--- src/rtl/uff_pkg.sv ---
package uff_pkg;
  typedef struct packed {
    logic txWe;
    logic txRe;
    logic txClr;
    logic rxWe;
    logic rxRe;
    logic rxClr;
  } uffStrobes_t;
endpackage

--- src/rtl/uff_store.sv ---
module uff_store #(
  parameter int DEPTH = 16,
  parameter int W     = 8
) (
  input  logic         clk,
  input  logic         rstN,
  input  logic         we,
  input  logic         re,
  input  logic         clr,
  input  logic [W-1:0] wdata,
  output logic [W-1:0] head
);
  localparam int PW = (DEPTH > 1) ? $clog2(DEPTH) : 1;
  localparam logic [PW-1:0] LAST = PW'(DEPTH - 1);

  logic [W-1:0]  mem [DEPTH];
  logic [PW-1:0] wrPtr, rdPtr;

  always_ff @(posedge clk) begin
    if (!rstN || clr) begin
      wrPtr <= '0;
      rdPtr <= '0;
    end else begin
      if (we) wrPtr <= (wrPtr == LAST) ? '0 : wrPtr + 1'b1;
      if (re) rdPtr <= (rdPtr == LAST) ? '0 : rdPtr + 1'b1;
    end
  end

  always_ff @(posedge clk) begin
    if (we) mem[wrPtr] <= wdata;
  end

  assign head = mem[rdPtr];
endmodule

--- src/rtl/uff_datapath.sv ---
module uff_datapath
  import uff_pkg::*;
#(
  parameter int TX_DEPTH = 16,
  parameter int RX_DEPTH = 16,
  parameter int DATA_W   = 8
) (
  input  logic              clk,
  input  logic              rstN,
  input  uffStrobes_t       stb,
  input  logic [DATA_W-1:0] txIn,
  input  logic [DATA_W+1:0] rxIn,
  output logic [DATA_W-1:0] txHead,
  output logic [DATA_W+1:0] rxHead
);
  uff_store #(.DEPTH(TX_DEPTH), .W(DATA_W)) i_txStore (
    .clk(clk), .rstN(rstN), .we(stb.txWe), .re(stb.txRe), .clr(stb.txClr),
    .wdata(txIn), .head(txHead)
  );

  uff_store #(.DEPTH(RX_DEPTH), .W(DATA_W + 2)) i_rxStore (
    .clk(clk), .rstN(rstN), .we(stb.rxWe), .re(stb.rxRe), .clr(stb.rxClr),
    .wdata(rxIn), .head(rxHead)
  );
endmodule

--- src/rtl/uff_ctrl.sv ---
module uff_ctrl
  import uff_pkg::*;
#(
  parameter int TX_DEPTH = 16,
  parameter int RX_DEPTH = 16,
  parameter int AF_LEVEL = 12,
  parameter int AE_LEVEL = 4,
  parameter int CW       = 5
) (
  input  logic          clk,
  input  logic          rstN,
  input  logic          cpuTxPush,
  input  logic          txPop,
  input  logic          rxPush,
  input  logic          cpuRxPop,
  input  logic          ctlWrite,
  input  logic [3:0]    ctlWdata,
  output uffStrobes_t   stb,
  output logic [CW-1:0] txCnt,
  output logic [CW-1:0] rxCnt,
  output logic [3:0]    ctlRdata,
  output logic          rxOverrun,
  output logic          rxAlmostFull,
  output logic          rxFull,
  output logic          txAlmostEmpty,
  output logic          txEmpty
);
  localparam logic [CW-1:0] TX_MAX = CW'(TX_DEPTH);
  localparam logic [CW-1:0] RX_MAX = CW'(RX_DEPTH);
  localparam logic [CW-1:0] AF_CNT = CW'(AF_LEVEL);
  localparam logic [CW-1:0] AE_CNT = CW'(AE_LEVEL);

  logic fifoEn, rxFlushPend, txFlushPend;
  logic [CW-1:0] txLimit, rxLimit;
  logic unusedCtlBit;

  assign unusedCtlBit = ctlWdata[1];
  assign txLimit = fifoEn ? TX_MAX : CW'(1);
  assign rxLimit = fifoEn ? RX_MAX : CW'(1);

  always_comb begin
    stb.txClr = txFlushPend;
    stb.rxClr = rxFlushPend;
    stb.txWe  = cpuTxPush && (txCnt < txLimit) && !txFlushPend;
    stb.txRe  = txPop && (txCnt != '0) && !txFlushPend;
    stb.rxWe  = rxPush && (rxCnt < rxLimit) && !rxFlushPend;
    stb.rxRe  = cpuRxPop && (rxCnt != '0) && !rxFlushPend;
  end

  always_ff @(posedge clk) begin
    if (!rstN) begin
      fifoEn      <= 1'b0;
      rxFlushPend <= 1'b0;
      txFlushPend <= 1'b0;
    end else begin
      if (ctlWrite) fifoEn <= ctlWdata[0];
      rxFlushPend <= ctlWrite && ctlWdata[2];
      txFlushPend <= ctlWrite && ctlWdata[3];
    end
  end

  always_ff @(posedge clk) begin
    if (!rstN) begin
      txCnt     <= '0;
      rxCnt     <= '0;
      rxOverrun <= 1'b0;
    end else begin
      if (stb.txClr)                 txCnt <= '0;
      else if (stb.txWe && !stb.txRe) txCnt <= txCnt + 1'b1;
      else if (!stb.txWe && stb.txRe) txCnt <= txCnt - 1'b1;

      if (stb.rxClr)                 rxCnt <= '0;
      else if (stb.rxWe && !stb.rxRe) rxCnt <= rxCnt + 1'b1;
      else if (!stb.rxWe && stb.rxRe) rxCnt <= rxCnt - 1'b1;

      rxOverrun <= rxPush && !rxFlushPend && (rxCnt >= rxLimit);
    end
  end

  assign ctlRdata      = {txFlushPend, rxFlushPend, 1'b0, fifoEn};
  assign rxAlmostFull  = rxCnt >= AF_CNT;
  assign rxFull        = rxCnt == RX_MAX;
  assign txAlmostEmpty = txCnt <= AE_CNT;
  assign txEmpty       = txCnt == '0;
endmodule

--- src/rtl/uart_fifo_pair.sv ---
module uart_fifo_pair
  import uff_pkg::*;
#(
  parameter int TX_DEPTH = 16,
  parameter int RX_DEPTH = 16,
  parameter int DATA_W   = 8,
  parameter int AF_LEVEL = 12,
  parameter int AE_LEVEL = 4
) (
  input  logic              clk,
  input  logic              rstN,
  input  logic              cpuTxPush,
  input  logic [DATA_W-1:0] cpuTxData,
  input  logic              txPop,
  output logic [DATA_W-1:0] txData,
  input  logic              rxPush,
  input  logic [DATA_W-1:0] rxData,
  input  logic              rxParErr,
  input  logic              rxFrmErr,
  input  logic              cpuRxPop,
  output logic [DATA_W+1:0] cpuRxData,
  input  logic              errOnEmptyEn,
  output logic              cpuBusErr,
  input  logic              ctlWrite,
  input  logic [3:0]        ctlWdata,
  output logic [3:0]        ctlRdata,
  output logic [15:0]       idxRdata,
  output logic              rxOverrun,
  output logic              rxAlmostFull,
  output logic              rxFull,
  output logic              txAlmostEmpty,
  output logic              txEmpty
);
  localparam int MAXD = (TX_DEPTH > RX_DEPTH) ? TX_DEPTH : RX_DEPTH;
  localparam int CW   = $clog2(MAXD + 1);

  uffStrobes_t       stb;
  logic [CW-1:0]     txCnt, rxCnt;
  logic [DATA_W+1:0] rxHead;

  uff_ctrl #(
    .TX_DEPTH(TX_DEPTH), .RX_DEPTH(RX_DEPTH),
    .AF_LEVEL(AF_LEVEL), .AE_LEVEL(AE_LEVEL), .CW(CW)
  ) i_ctrl (
    .clk(clk), .rstN(rstN), .cpuTxPush(cpuTxPush), .txPop(txPop),
    .rxPush(rxPush), .cpuRxPop(cpuRxPop), .ctlWrite(ctlWrite),
    .ctlWdata(ctlWdata), .stb(stb), .txCnt(txCnt), .rxCnt(rxCnt),
    .ctlRdata(ctlRdata), .rxOverrun(rxOverrun), .rxAlmostFull(rxAlmostFull),
    .rxFull(rxFull), .txAlmostEmpty(txAlmostEmpty), .txEmpty(txEmpty)
  );

  uff_datapath #(
    .TX_DEPTH(TX_DEPTH), .RX_DEPTH(RX_DEPTH), .DATA_W(DATA_W)
  ) i_dp (
    .clk(clk), .rstN(rstN), .stb(stb), .txIn(cpuTxData),
    .rxIn({rxFrmErr, rxParErr, rxData}), .txHead(txData), .rxHead(rxHead)
  );

  assign cpuRxData = (rxCnt == '0) ? '0 : rxHead;
  assign cpuBusErr = errOnEmptyEn && cpuRxPop && (rxCnt == '0);
  assign idxRdata  = {8'(rxCnt), 8'(txCnt)};
endmodule

--- config.mk ---
export PLATFORM = sky130hd
export DESIGN_NAME = uart_fifo_pair
export DESIGN_NICKNAME = d
export VERILOG_FILES = /design/src/rtl/uff_pkg.sv /design/src/rtl/uff_store.sv /design/src/rtl/uff_datapath.sv /design/src/rtl/uff_ctrl.sv /design/src/rtl/uart_fifo_pair.sv
export SDC_FILE = /design/constraint.sdc
export NUM_CORES = 1
export LEC_CHECK = 0
export BUFFER_PORTS_ARGS = -buffer_cell sky130_fd_sc_hd__buf_2
export CAP_MARGIN = 20
export CORE_ASPECT_RATIO = 0.5
export CORE_UTILIZATION = 40
export CTS_BUF_LIST = sky130_fd_sc_hd__clkbuf_2
export DETAILED_ROUTE_END_ITERATION = 16
export GPL_ROUTABILITY_DRIVEN = 0
export GPL_TIMING_DRIVEN = 0
export SLEW_MARGIN = 20
export SYNTH_ARGS = -nofsm -noshare
export SYNTH_HDL_FRONTEND = slang
export SYNTH_SLANG_ARGS = --single-unit
--- constraint.sdc ---
create_clock -name clk -period 4 [get_ports clk]
set_clock_uncertainty 0.2 [all_clocks]
set_input_delay 0.8 -clock clk [delete_from_list [all_inputs] [get_ports clk]]
set_output_delay 0.8 -clock clk [all_outputs]
set_load 0.05 [all_outputs]
* After elaboration in Yosys (flattened, before gate mapping)
Memory sizes are Yosys's and may differ from the RTL's. A register that Yosys moved wholly into a read port is not among the register bits.
Cells that the tools add are included.
** Operators by class
- $lt $le $gt $ge :: 5
- Add/subtract/negate cells :: 8
- Bitwise operators :: 1
- Div/mod/pow operators :: 0
- Muxes and demuxes :: 18
- Reduce and logical (&&, ||, !) cells :: 35
- Shift-type cells :: 0
- Multipliers :: 0
- Equality and inequality tests :: 5
** Operators with widths (number)
- $mux W4 :: 8
- $mux W5 :: 5
- $logic_and A1 B1 Y1 :: 18
- $add A4 B1 Y4 const B :: 4
- $eq A4 B4 Y1 const B :: 4
- $add A5 B1 Y5 const B :: 2
- $logic_not A5 Y1 :: 2
- $lt A5 B5 Y1 :: 2
- $mux W10 :: 1
- $reduce_bool A5 Y1 :: 2
- $sub A5 B1 Y5 const B :: 2
- $logic_not A1 Y1 :: 7
- $eq A5 B5 Y1 const B :: 1
- $ge A5 B4 Y1 const B :: 1
- $ge A5 B5 Y1 :: 1
- $le A5 B3 Y1 const B :: 1
- $mux W1 :: 4
- $reduce_bool A2 Y1 :: 2
- $reduce_or A2 Y1 :: 2
- $logic_or A1 B1 Y1 :: 2
- $not A1 Y1 :: 1
** Word-level totals
- Bits in writable memories :: 288
- Output and inout port bits :: 44
- Logic and storage cells :: 84
- Bits of input ports :: 30
- Memories kept :: 2
- Bits in latches :: 0
- Bits in read-only memories :: 0
- Bits in registers :: 30
** Memories
- i_dp.i_rxStore.mem :: words 16, bits a word 10, rd ports 1, clocked after Yosys merged registers in 1, write ports 1, line uff_store.sv:16 : logic [W-1:0] mem [DEPTH];
- i_dp.i_txStore.mem :: words 16, bits a word 8, rd ports 1, clocked after Yosys merged registers in 1, write ports 1, line uff_store.sv:16

* Longest topological paths before layout
Gate-level depths: netlist (run 1).
- Depth after elaboration :: 8
- Mapped depth :: 12
- Gate-level depth less buffers :: 12

* Cells and area by module
Synthesis (run 1) repeated with hierarchy kept, for this count alone.
** Unflattened totals
- Cells, all modules :: 730
- Area, all modules :: 13325.3 um^2
** Modules (own cells, without submodules)
- uff_store (i_dp.i_rxStore) :: times used 1, area an instance 6656.4 um^2, cells each 317, sequential area each 5044.8 um^2
- uff_store (i_dp.i_txStore) :: times used 1, area an instance 5490.3 um^2, cells each 269, sequential area each 4083.9 um^2
- uff_ctrl :: times used 1, area an instance 1013.5 um^2, cells each 122, sequential area each 280.3 um^2
- uart_fifo_pair :: times used 1, area an instance 165.2 um^2, cells each 22, sequential area each 0.0 um^2

* Least setup slack after synthesis (run 1)
OpenSTA, ideal clock, no wires.
- Path type :: reg-to-output
- From :: reg (tool-made name)
- To :: out cpuRxData[0]
- Stages on the path, launching flop included :: 6
- Arrival time :: 2.585 ns
- Setup slack :: 0.415 ns
- Data required time :: 3.000 ns
- Buffers on the path :: 3
- Path through :: dfxtp_1 -> buf_2 -> clkbuf_1 -> clkbuf_1 -> a211oi_1 -> a211oi_1
** RTL lines
- end, declared :: line uart_fifo_pair.sv:21 : output logic [DATA_W+1:0] cpuRxData,

* Worst setup path in the final report (run 1)
- From :: reg i_ctrl.rxCnt[0]
- To :: out cpuBusErr
** On the way
- Cells in the longest elaborated chain, start to end :: 2
** Ends and longest elaborated chain
- start, declared :: line uff_ctrl.sv:20 : output logic [CW-1:0] rxCnt,
- start signal, assigned :: line uff_ctrl.sv:73 : else if (stb.rxWe && !stb.rxRe) rxCnt <= rxCnt + 1'b1;
- start signal, assigned :: line uff_ctrl.sv:74 : else if (!stb.rxWe && stb.rxRe) rxCnt <= rxCnt - 1'b1;
- $logic_not A5 Y1 :: line uart_fifo_pair.sv:60 : assign cpuBusErr = errOnEmptyEn && cpuRxPop && (rxCnt == '0);
- $logic_and A1 B1 Y1 :: line uart_fifo_pair.sv:60
- end, declared :: line uart_fifo_pair.sv:23 : output logic cpuBusErr,
Every way passes these cells.

==> impl_metrics.env, run 1 <==
export IMPL_synthSimpleGateAreaFrac_pct=5.65
export IMPL_die_height_um=130
export IMPL_setup_viol=0
export IMPL_avgSynthCellArea_um2=18.3
export IMPL_crit_fanout=5
export IMPL_grt_usage_pct=16.8
export IMPL_drtAntennaViolNets=0
export IMPL_syn_cell_area_mm2=0.0131
export IMPL_path_cells="or4_2 -> nor2_4 -> buf_4 -> and3_1 -> buf_2"
export IMPL_initial_core_util_pct=41.0
export IMPL_cpLargestDelayFamily="simple AND/OR/NAND/NOR gates"
export IMPL_synthMuxAreaShare_pct=13.7
export IMPL_drt_total_wl_mm=27.2
export IMPL_synth_compound_area_share_pct=4.28
export IMPL_cpMaxStageDelayCell="or4_2"
export IMPL_cts_htree_levels=3
export IMPL_clk_pin_slew_worst_paths_ns=0.13
export IMPL_synth_xor_xnor_area_share_pct=0.400
export IMPL_synth_edf_count=288
export IMPL_synth_fa_ha_area_share_pct=2.31
export IMPL_status="finished, final reports clean"
export IMPL_ff2ff_path_depth=11
export IMPL_vias=7113
export IMPL_fin_nets=950
export IMPL_postSynthCellCount=719
export IMPL_critPathMaxStageDelay_ns=0.76
export IMPL_tightest_slew_ns=0.889
export IMPL_grt_pass1_wl_mm=41.3
export IMPL_die_area_mm2=0.0336
export IMPL_cts_root_buf="clkbuf_2"
export IMPL_period_share_pct=94.9
export IMPL_synth_top_family_by_area="multiplexers"
export IMPL_antenna_found_initial=1
export IMPL_portBuffers=65
export IMPL_yosys_cell_types_count=51
export IMPL_synth_top_area_share_pct=65.9
export IMPL_dp_cells=1226
export IMPL_peakVddDrop_mv=0.321
export IMPL_drv_slew=0
export IMPL_r2r_start="i_ctrl.fifoEn"
export IMPL_netlist_top_cells_count="edfxtp_1 (288), mux4_2 (72), dfxtp_1 (38)"
export IMPL_power_density_mw_per_mm2=591
export IMPL_ys_seq_elements=326
export IMPL_drv_cap=0
export IMPL_die_w_um=258
export IMPL_timing_slew_headroom_pct=40.5
export IMPL_clockBufferDepth=3
export IMPL_rows=46
export IMPL_ys_seq_area_share_pct=71.7
export IMPL_cp_num_buf_inv=2
export IMPL_path_class="reg2out"
export IMPL_routedWlPerCell_um=19.7
export IMPL_synthToLayoutAreaGrowth_pct=15.7
export IMPL_core_area_mm2=0.0320
export IMPL_viasPerCell=5.15
export IMPL_drc=0
export IMPL_clock_sinks=326
export IMPL_first_global_vias=7275
export IMPL_yosys_warnings=0
export IMPL_arrival_ns=2.80
export IMPL_timing_rr_end="i_ctrl.rxCnt[4]"
export IMPL_io_pin_count=74
export IMPL_hold_depth=4
export IMPL_hold_viol_final=0
export IMPL_synth_area_leader_cell="edfxtp_1"
export IMPL_synthArstFlopShare_pct=0
export IMPL_synth_area_leaders="edfxtp_1 (66%), mux4_2 (12%), dfxtp_1 (5.8%)"
export IMPL_timing_setup_tns_ns=0
export IMPL_max_clock_freq_mhz=263
export IMPL_drtPass1Iterations=5
export IMPL_cts_buffers=74
export IMPL_grt_ovfl_total=0
export IMPL_end_kind="primary output"
export IMPL_final_cells=1382
export IMPL_ff2ff_setup_slack_ns=0.41
export IMPL_drt_iter0_drc=588
export IMPL_synthFlopType="edfxtp_1"
export IMPL_critical_path_required_ns=3.00
export IMPL_min_from="txPop"
export IMPL_drive_gt1_share_pct=33.4
export IMPL_grt_max_degree=17
export IMPL_hold_class="in2reg"
export IMPL_n_fill_cell=2770
export IMPL_synth_most_common_cell="edfxtp_1"
export IMPL_cp_start_kind="flip-flop"
export IMPL_p_leak_uw=0.00521
export IMPL_min_period_ns=3.80
export IMPL_insertion_delay_ns=0.91
export IMPL_hpwl_mm=17.3
export IMPL_cts_tree="yes"
-- power by group --
part,internal [uW],total [uW],switching (uW)
Combinational,1030,2840,1810
Sequential,3860,4010,144
Clock,856,2120,1270
Total,5750,8970,3220
-- stage by stage --
stage	hold slack [ns]	instance area [um^2]	utilization (%)	power, uW	setup slack, ns
floorplan	0.267	13100	-	6080	0.415
global placement	0.300	14000	43.8	6700	0.381
detailed placement	0.305	14100	44.0	6770	0.391
CTS	0.0240	15100	47.3	9020	0.0206
global route	0.0879	15200	47.5	9480	-0.00000111
finish	0.143	15200	47.5	8970	0.203
-- metal layers --
layer | vias to the layer above | wire length, um | track usage (%)
met5 | - | 0 | 0
met4 | 0 | 499 | 6.68
met3 | 41 | 1270 | 4.60
met2 | 160 | 13000 | 26.5
met1 | 3633 | 12400 | 22.3
li1 | 3279 | - | -
-- worst max path at each step --
stage | startpoint | endpoint | slack, ns | cells after the start
finish | i_ctrl.rxCnt[0] | cpuBusErr | 0.20 | 5
global route | i_ctrl.rxCnt[1] | cpuBusErr | -0.000001 | 5
global placement | flip-flop | cpuRxData[9] | 0.38 | 5
detailed placement | i_ctrl.fifoEn | i_ctrl.rxCnt[4] | 0.39 | 11
floorplan | flip-flop | cpuRxData[0] | 0.42 | 5
CTS | flip-flop | cpuRxData[2] | 0.02 | 6
-- flip-flops by register name, summed over array words and instances (netlist names), named ones only --
| register | flops |
|---|---|
| i_ctrl.fifoEn | 1 |
| i_ctrl.rxCnt | 5 |
| i_ctrl.rxFlushPend | 1 |
| i_ctrl.rxOverrun | 1 |
| i_ctrl.txCnt | 5 |
| i_ctrl.txFlushPend | 1 |
| i_dp.i_rxStore.mem | 160 |
| i_dp.i_rxStore.rdPtr | 4 |
| i_dp.i_rxStore.wrPtr | 4 |
| i_dp.i_txStore.mem | 128 |
| i_dp.i_txStore.rdPtr | 4 |
| i_dp.i_txStore.wrPtr | 4 |
-- area by class of cell --
type	instances	area (um^2)	area share, %
sequential	326	9420	62.0
multi-input combinational	344	3570	23.5
timing repair buffer	97	656	4.32
clock buffer	110	551	3.63
tap	432	541	3.56
buffer	40	273	1.80
clock inverter	18	123	0.808
inverter	14	52.6	0.346
antenna	1	2.50	0.0165
-- repair_timing --
item	4_1_cts	5_1_grt
gates resized for setup	48	15
endpoints found under the hold margin	225	0
pin swaps	0	1
setup buffers	0	1
hold buffers	27	0
setup endpoints to repair	19	11
-- cell usage in the layout, fill, tap and decap left out, drive strengths merged, types with 11 or more instances in the layout --
cell / synthesis / final
a211oi: 22 / 22
ha: 21 / 21
clkbuf: 21 / 130
nand3: 11 / 11
dfxtp: 38 / 38
a21oi: 18 / 18
mux4: 72 / 72
edfxtp: 288 / 288
clkinv: 1 / 13
mux2i: 18 / 18
buf: 20 / 90
nor2b: 16 / 16
inv: 13 / 17
nor2: 36 / 36
nand2: 28 / 28
a22oi: 16 / 16
dlygate4sd3: 0 / 27
-- worst register-to-register path: cells and delay by family (launching register included) --
kind | cells | cell delay (ns)
compound gates | 2 | 0.90
fa+ha+maj | 3 | 0.83
simple gates | 2 | 0.53
mux | 2 | 0.44
flops | 1 | 0.36
buf+inv | 2 | 0.24
-- cell families (layout without fill, tap and decap cells) --
kind of cell    after synthesis  after routing
xor+xnor                      6              6
fa+ha+maj                    23             23
mux                          90             90
buf+inv                      55            279
flops                       326            326
compound gates               78             78
simple gates                140            140
other cells                   1              8
Power figures use the tool's default switching activity.
==> inputs of run 2 (changes only) <==
- CELL_PAD_IN_SITES_DETAIL_PLACEMENT: not set -> 0
- CELL_PAD_IN_SITES_GLOBAL_PLACEMENT: not set -> 1
- GPL_TIMING_DRIVEN: 0 -> not set
- PLACE_DENSITY_LB_ADDON: not set -> 0.1
==> run 2 against run 1 <==
Effect of this change:
- first-iteration DRC count decreased by 28%
- die area unchanged
- wire length increased by 5.0%
- flip-flop and latch count unchanged
- global-route usage increased by 0.88 points
- largest cell class unchanged
- largest power group unchanged
- highest routed layer unchanged
==> impl_metrics.env, run 2 (synthesized netlist as in run 1, its figures left out) <==
export IMPL_timing_setup_tns_ns=0
export IMPL_final_util_pct=47.5
export IMPL_antenna_found_initial=1
export IMPL_crit_fanout=14
export IMPL_clk_pin_slew_worst_paths_ns=0.12
export IMPL_p_switching_uw=3180
export IMPL_tightest_slew_ns=0.853
export IMPL_setup_viol=0
export IMPL_grt_pass1_wl_mm=43.3
export IMPL_drv_cap=0
export IMPL_gr_usage_met1_pct=23.7
export IMPL_grt_busiest_layer="met2"
export IMPL_fin_nets=942
export IMPL_min_period_ns=3.78
export IMPL_p_leak_uw=0.00521
export IMPL_cts_buffers=73
export IMPL_rows=46
export IMPL_core_area_mm2=0.0320
export IMPL_grt_usage_pct=17.7
export IMPL_clock_sinks=326
export IMPL_drc=0
export IMPL_critical_path_required_ns=3.00
export IMPL_drtAntennaViolNets=0
export IMPL_power_density_mw_per_mm2=588
export IMPL_die_w_um=258
export IMPL_holdWs_ns=0.161
export IMPL_p_int_uw=5760
export IMPL_grt_max_degree=40
export IMPL_vias=7038
export IMPL_hold_viol_final=0
export IMPL_regMostFlops="i_dp.i_rxStore.mem"
export IMPL_clockBufferDepth=3
export IMPL_first_global_vias=7409
export IMPL_cp_start_kind="flip-flop"
export IMPL_portBuffers=65
export IMPL_clkPwrFrac_pct=24.3
export IMPL_insertion_delay_ns=0.88
export IMPL_peakVddDrop_mv=0.214
export IMPL_initial_core_util_pct=41.0
export IMPL_largest_reg_flops=160
export IMPL_grt_setup_unrepaired="false"
export IMPL_max_clock_freq_mhz=265
export IMPL_final_common_cell="edfxtp_1"
export IMPL_n_fill_cell=2802
export IMPL_die_height_um=130
export IMPL_end_kind="primary output"
export IMPL_viasPerCell=5.13
export IMPL_cts_tree="yes"
export IMPL_cts_root_buf="clkbuf_2"
export IMPL_drtPass1Iterations=4
export IMPL_die_area_mm2=0.0336
export IMPL_status="finished, final reports clean"
export IMPL_comb_power_share_pct=30.9
export IMPL_netSwitchingFraction_pct=35.6
export IMPL_reg_top3="i_dp.i_rxStore.mem x160, i_dp.i_txStore.mem x128"
export IMPL_pwr_share_seq_pct=44.8
export IMPL_hpwl_mm=16.9
export IMPL_timing_slew_headroom_pct=43.0
export IMPL_drt_total_wl_mm=28.5
export IMPL_grt_ovfl_total=0
export IMPL_drive_gt1_share_pct=33.0
export IMPL_use_met2_pct=28.1
export IMPL_layout_common_cells="edfxtp_1 (288), clkbuf_2 (108), mux4_2 (72), buf_2 (64), nor2_1 (35)"
export IMPL_path_class="reg2out"
export IMPL_place_ws_ns=0.670
export IMPL_drt_iter0_drc=423
export IMPL_synthToLayoutAreaGrowth_pct=15.8
export IMPL_use_met3_pct=4.82
export IMPL_period_share_pct=94.4
export IMPL_hold_class="in2reg"
export IMPL_cts_htree_levels=3
export IMPL_layout_setup_ws_ns=0.223
export IMPL_routedWlPerCell_um=20.8
export IMPL_arrival_ns=2.78
export IMPL_io_pin_count=74
export IMPL_drv_slew=0
==> run 2: worst paths after layout <==
kind	from	to	slack (ns)	cells past startpoint
setup reg to reg	i_ctrl.rxCnt[0]	i_ctrl.rxCnt[4]	0.65	12
setup / recovery	flip-flop	cpuRxData[9]	0.22	6
hold / removal	txPop	i_dp.i_txStore.rdPtr[2]	0.16	4
hold reg to reg	i_dp.i_txStore.rdPtr[0]	flip-flop	0.30	2
==> run 2: critical path, cell delays in order (launching register included) <==
cell and delay, ns:
dfxtp_4 0.40, buf_8 0.20, mux4_2 0.50, nor2b_1 0.14, a211oi_1 0.31, a211oi_1 0.11, buf_2 0.23
==> run 2: timing repair <==
action                     CTS  global route
hold endpoints to repair   246             0
setup endpoints to repair   14            11
cloned                       0             1
hold buffers                26             0
gates resized for setup      7            10
buffers inserted             1             2
==> run 2: final cells by class <==
cell class	instances	area [um^2]	share of cell area (%)
inverter	14	52.6	0.346
antenna	1	2.50	0.0165
timing repair buffer	130	971	6.39
tap	432	541	3.56
sequential	326	9420	62.0
multi-input combinational	344	3520	23.1
clock inverter	18	151	0.996
clock buffer	108	541	3.56
==> run 2: routing by layer <==
metal  up-vias  wire length (um)
met1      3616             13600
met5         -                 0
met2       131             13300
met4         0               427
met3        41              1230
li1       3250                 -
==> run 2: power groups by stage <==
| stage | combinational (uW) | clock [uW] | sequential [uW] |
|---|---|---|---|
| after global routing | 3000 | 2420 | 4030 |
| after CTS | 2770 | 2270 | 4000 |
| after detailed placement | 2700 | 0 | 4090 |
| final | 2760 | 2170 | 4000 |
| after floorplan | 1870 | 0 | 4200 |
| after global placement | 2700 | 0 | 4090 |
==> run 2: metrics by stage <==
| stage | std cells | power, uW | instance area (um^2) |
|---|---|---|---|
| floorplan | 725 | 6080 | 13100 |
| global placement | 1216 | 6780 | 14100 |
| detailed placement | 1216 | 6790 | 14100 |
| CTS | 1369 | 9040 | 15100 |
| global route | 1373 | 9450 | 15200 |
| finish | 1373 | 8940 | 15200 |
==> inputs of run 3 (changes only) <==
- BUFFER_PORTS_ARGS: -buffer_cell sky130_fd_sc_hd__buf_2 -> not set
- DONT_BUFFER_PORTS: not set -> 1
==> run 3 against run 2 <==
Effect of this change:
- global-route usage is essentially flat
- die area is the same
- sequential power grew 2%
- utilization grew 0.13 points
- combinational power grew 3%
- critical endpoint is now cpuRxData[8]
- fmax shrank 0.63%
- clock power is essentially flat
- design area grew 0.27%
- register-to-register slack gained 0.04 ns
==> impl_metrics.env, run 3 (synthesized netlist as in run 1, its figures left out) <==
export IMPL_status="finished, final reports clean"
export IMPL_grt_pass1_wl_mm=43.3
export IMPL_critPathMaxStageDelay_ns=0.77
export IMPL_cts_buffers=76
export IMPL_timing_setup_tns_ns=0
export IMPL_path_class="reg2out"
export IMPL_hold_viol_final=0
export IMPL_drive_gt1_share_pct=33.8
export IMPL_drtPass1Iterations=6
export IMPL_drv_cap=0
export IMPL_path_cells="or4_2 -> nor2_4 -> buf_8 -> a211oi_2 -> buf_4"
export IMPL_drc=0
export IMPL_dr_max_layer_used="met4"
export IMPL_hold_class="in2reg"
export IMPL_final_util_pct=47.6
export IMPL_min_period_ns=3.80
export IMPL_wl_met1_mm=13.3
export IMPL_layout_common_cells="edfxtp_1 (288), clkbuf_2 (114), mux4_2 (72), buf_4 (70), nor2_1 (35)"
export IMPL_timing_slew_headroom_pct=39.3
export IMPL_initial_core_util_pct=41.0
export IMPL_ff2ff_path_depth=11
export IMPL_drv_slew=0
export IMPL_crit_fanout=10
export IMPL_die_area_mm2=0.0336
export IMPL_vias=6981
export IMPL_period_share_pct=95.0
export IMPL_cp_start_kind="flip-flop"
export IMPL_first_global_vias=7149
export IMPL_grt_usage_pct=17.6
export IMPL_cpLargestDelayFamily="simple AND/OR/NAND/NOR gates"
export IMPL_hpwl_mm=17.5
export IMPL_reg_top3="i_dp.i_rxStore.mem x160, i_dp.i_txStore.mem x128"
export IMPL_setup_viol=0
export IMPL_tightest_slew_ns=0.908
export IMPL_die_w_um=258
export IMPL_p_leak_uw=0.00514
export IMPL_largest_reg_flops=160
export IMPL_arrival_ns=2.80
export IMPL_power_density_mw_per_mm2=596
export IMPL_io_pin_count=74
export IMPL_cts_htree_levels=3
export IMPL_grt_ovfl_total=0
export IMPL_synthToLayoutAreaGrowth_pct=16.1
export IMPL_n_fill_cell=2815
export IMPL_cts_tree="yes"
export IMPL_clock_sinks=326
export IMPL_clockBufferDepth=3
export IMPL_antenna_found_initial=1
export IMPL_cpMaxStageDelayCell="or4_2"
export IMPL_min_from="rstN"
export IMPL_final_common_cell="edfxtp_1"
export IMPL_max_clock_freq_mhz=263
export IMPL_fin_nets=916
export IMPL_critical_path_required_ns=3.00
export IMPL_rows=46
export IMPL_insertion_delay_ns=0.91
export IMPL_viasPerCell=5.16
export IMPL_drt_iter0_drc=391
export IMPL_regMostFlops="i_dp.i_rxStore.mem"
export IMPL_met3_length_mm=1.65
export IMPL_drtAntennaViolNets=0
export IMPL_die_height_um=130
export IMPL_peakVddDrop_mv=0.251
export IMPL_routedWlPerCell_um=21.2
export IMPL_grt_max_degree=25
export IMPL_hold_depth=2
export IMPL_cp_num_buf_inv=2
export IMPL_clk_pin_slew_worst_paths_ns=0.11
export IMPL_portBuffers=0
export IMPL_holdWs_ns=0.171
export IMPL_end_kind="primary output"
export IMPL_r2r_start="i_ctrl.rxCnt[0]"
export IMPL_grt_setup_unrepaired="false"
export IMPL_wl_met2_mm=13.2
export IMPL_drt_total_wl_mm=28.7
export IMPL_cts_root_buf="clkbuf_2"
export IMPL_core_area_mm2=0.0320
export IMPL_ff2ff_setup_slack_ns=0.69
export IMPL_timing_rr_end="i_ctrl.rxCnt[4]"
export IMPL_min_to="i_ctrl.txCnt[0]"
-- run 3: cell types whose count changed in the layout (fill, tap and decap cells not counted), sizes merged --
cell         change
clkbuf           +5
buf             -27
bufinv           -1
clkinv           +3
dlygate4sd3      -1
inv              -1
clkinvlp         +1
-- run 3: worst max path at each step --
stage                    start              end  cells past startpoint
2_1_floorplan        flip-flop     cpuRxData[0]                      5
3_3_place_gp   i_ctrl.rxCnt[0]  i_ctrl.rxCnt[4]                     11
3_5_place_dp         cpuTxPush  i_ctrl.txCnt[4]                     10
4_1_cts              flip-flop        txData[7]                      4
5_1_grt        i_ctrl.rxCnt[0]     cpuRxData[3]                      5
6_report       i_ctrl.rxCnt[0]     cpuRxData[8]                      5
-- run 3: area by class of cell --
| cell class | instances | area [um^2] | share of cell area (%) |
|---|---|---|---|
| Antenna cell | 1 | 2.50 | 0.0164 |
| Sequential cell | 326 | 9430 | 61.9 |
| Clock buffer | 114 | 571 | 3.74 |
| Clock inverter | 20 | 140 | 0.920 |
| Timing Repair Buffer | 101 | 890 | 5.84 |
| Multi-Input combinational cell | 344 | 3610 | 23.7 |
| Tap cell | 432 | 541 | 3.55 |
| Inverter | 14 | 52.6 | 0.345 |
-- run 3: timing repair --
item,4_1_cts,5_1_grt
setup endpoints to repair,16,16
pin swaps,0,4
hold buffers,25,0
hold endpoints to repair,301,0
resized for setup,16,13
setup buffers,2,5
-- run 3: report_power, final --
part           internal (uW)  total [uW]  leakage [uW]  switching (uW)
Clock                    884        2190      0.000530            1300
Combinational           1060        2830       0.00170            1770
Sequential              3870        4060       0.00291             193
-- run 3: through the flow --
step                      worst slack (ns)  total power [uW]  cell area, um^2  instances
after global placement               0.524              6840            14100       1185
final                                0.199              9080            15200       1352
after floorplan                      0.415              6080            13100        725
after global routing                0.0192              9570            15200       1352
after CTS                          0.00602              9140            15100       1346
after detailed placement             0.536              6840            14100       1185
-- run 3: routing by layer --
metal  GRT usage, %  vias to the layer above
met5              0                        -
met4           5.57                        0
met3           4.86                       48
met2           27.1                      174
met1           24.6                     3551
li1               -                     3208
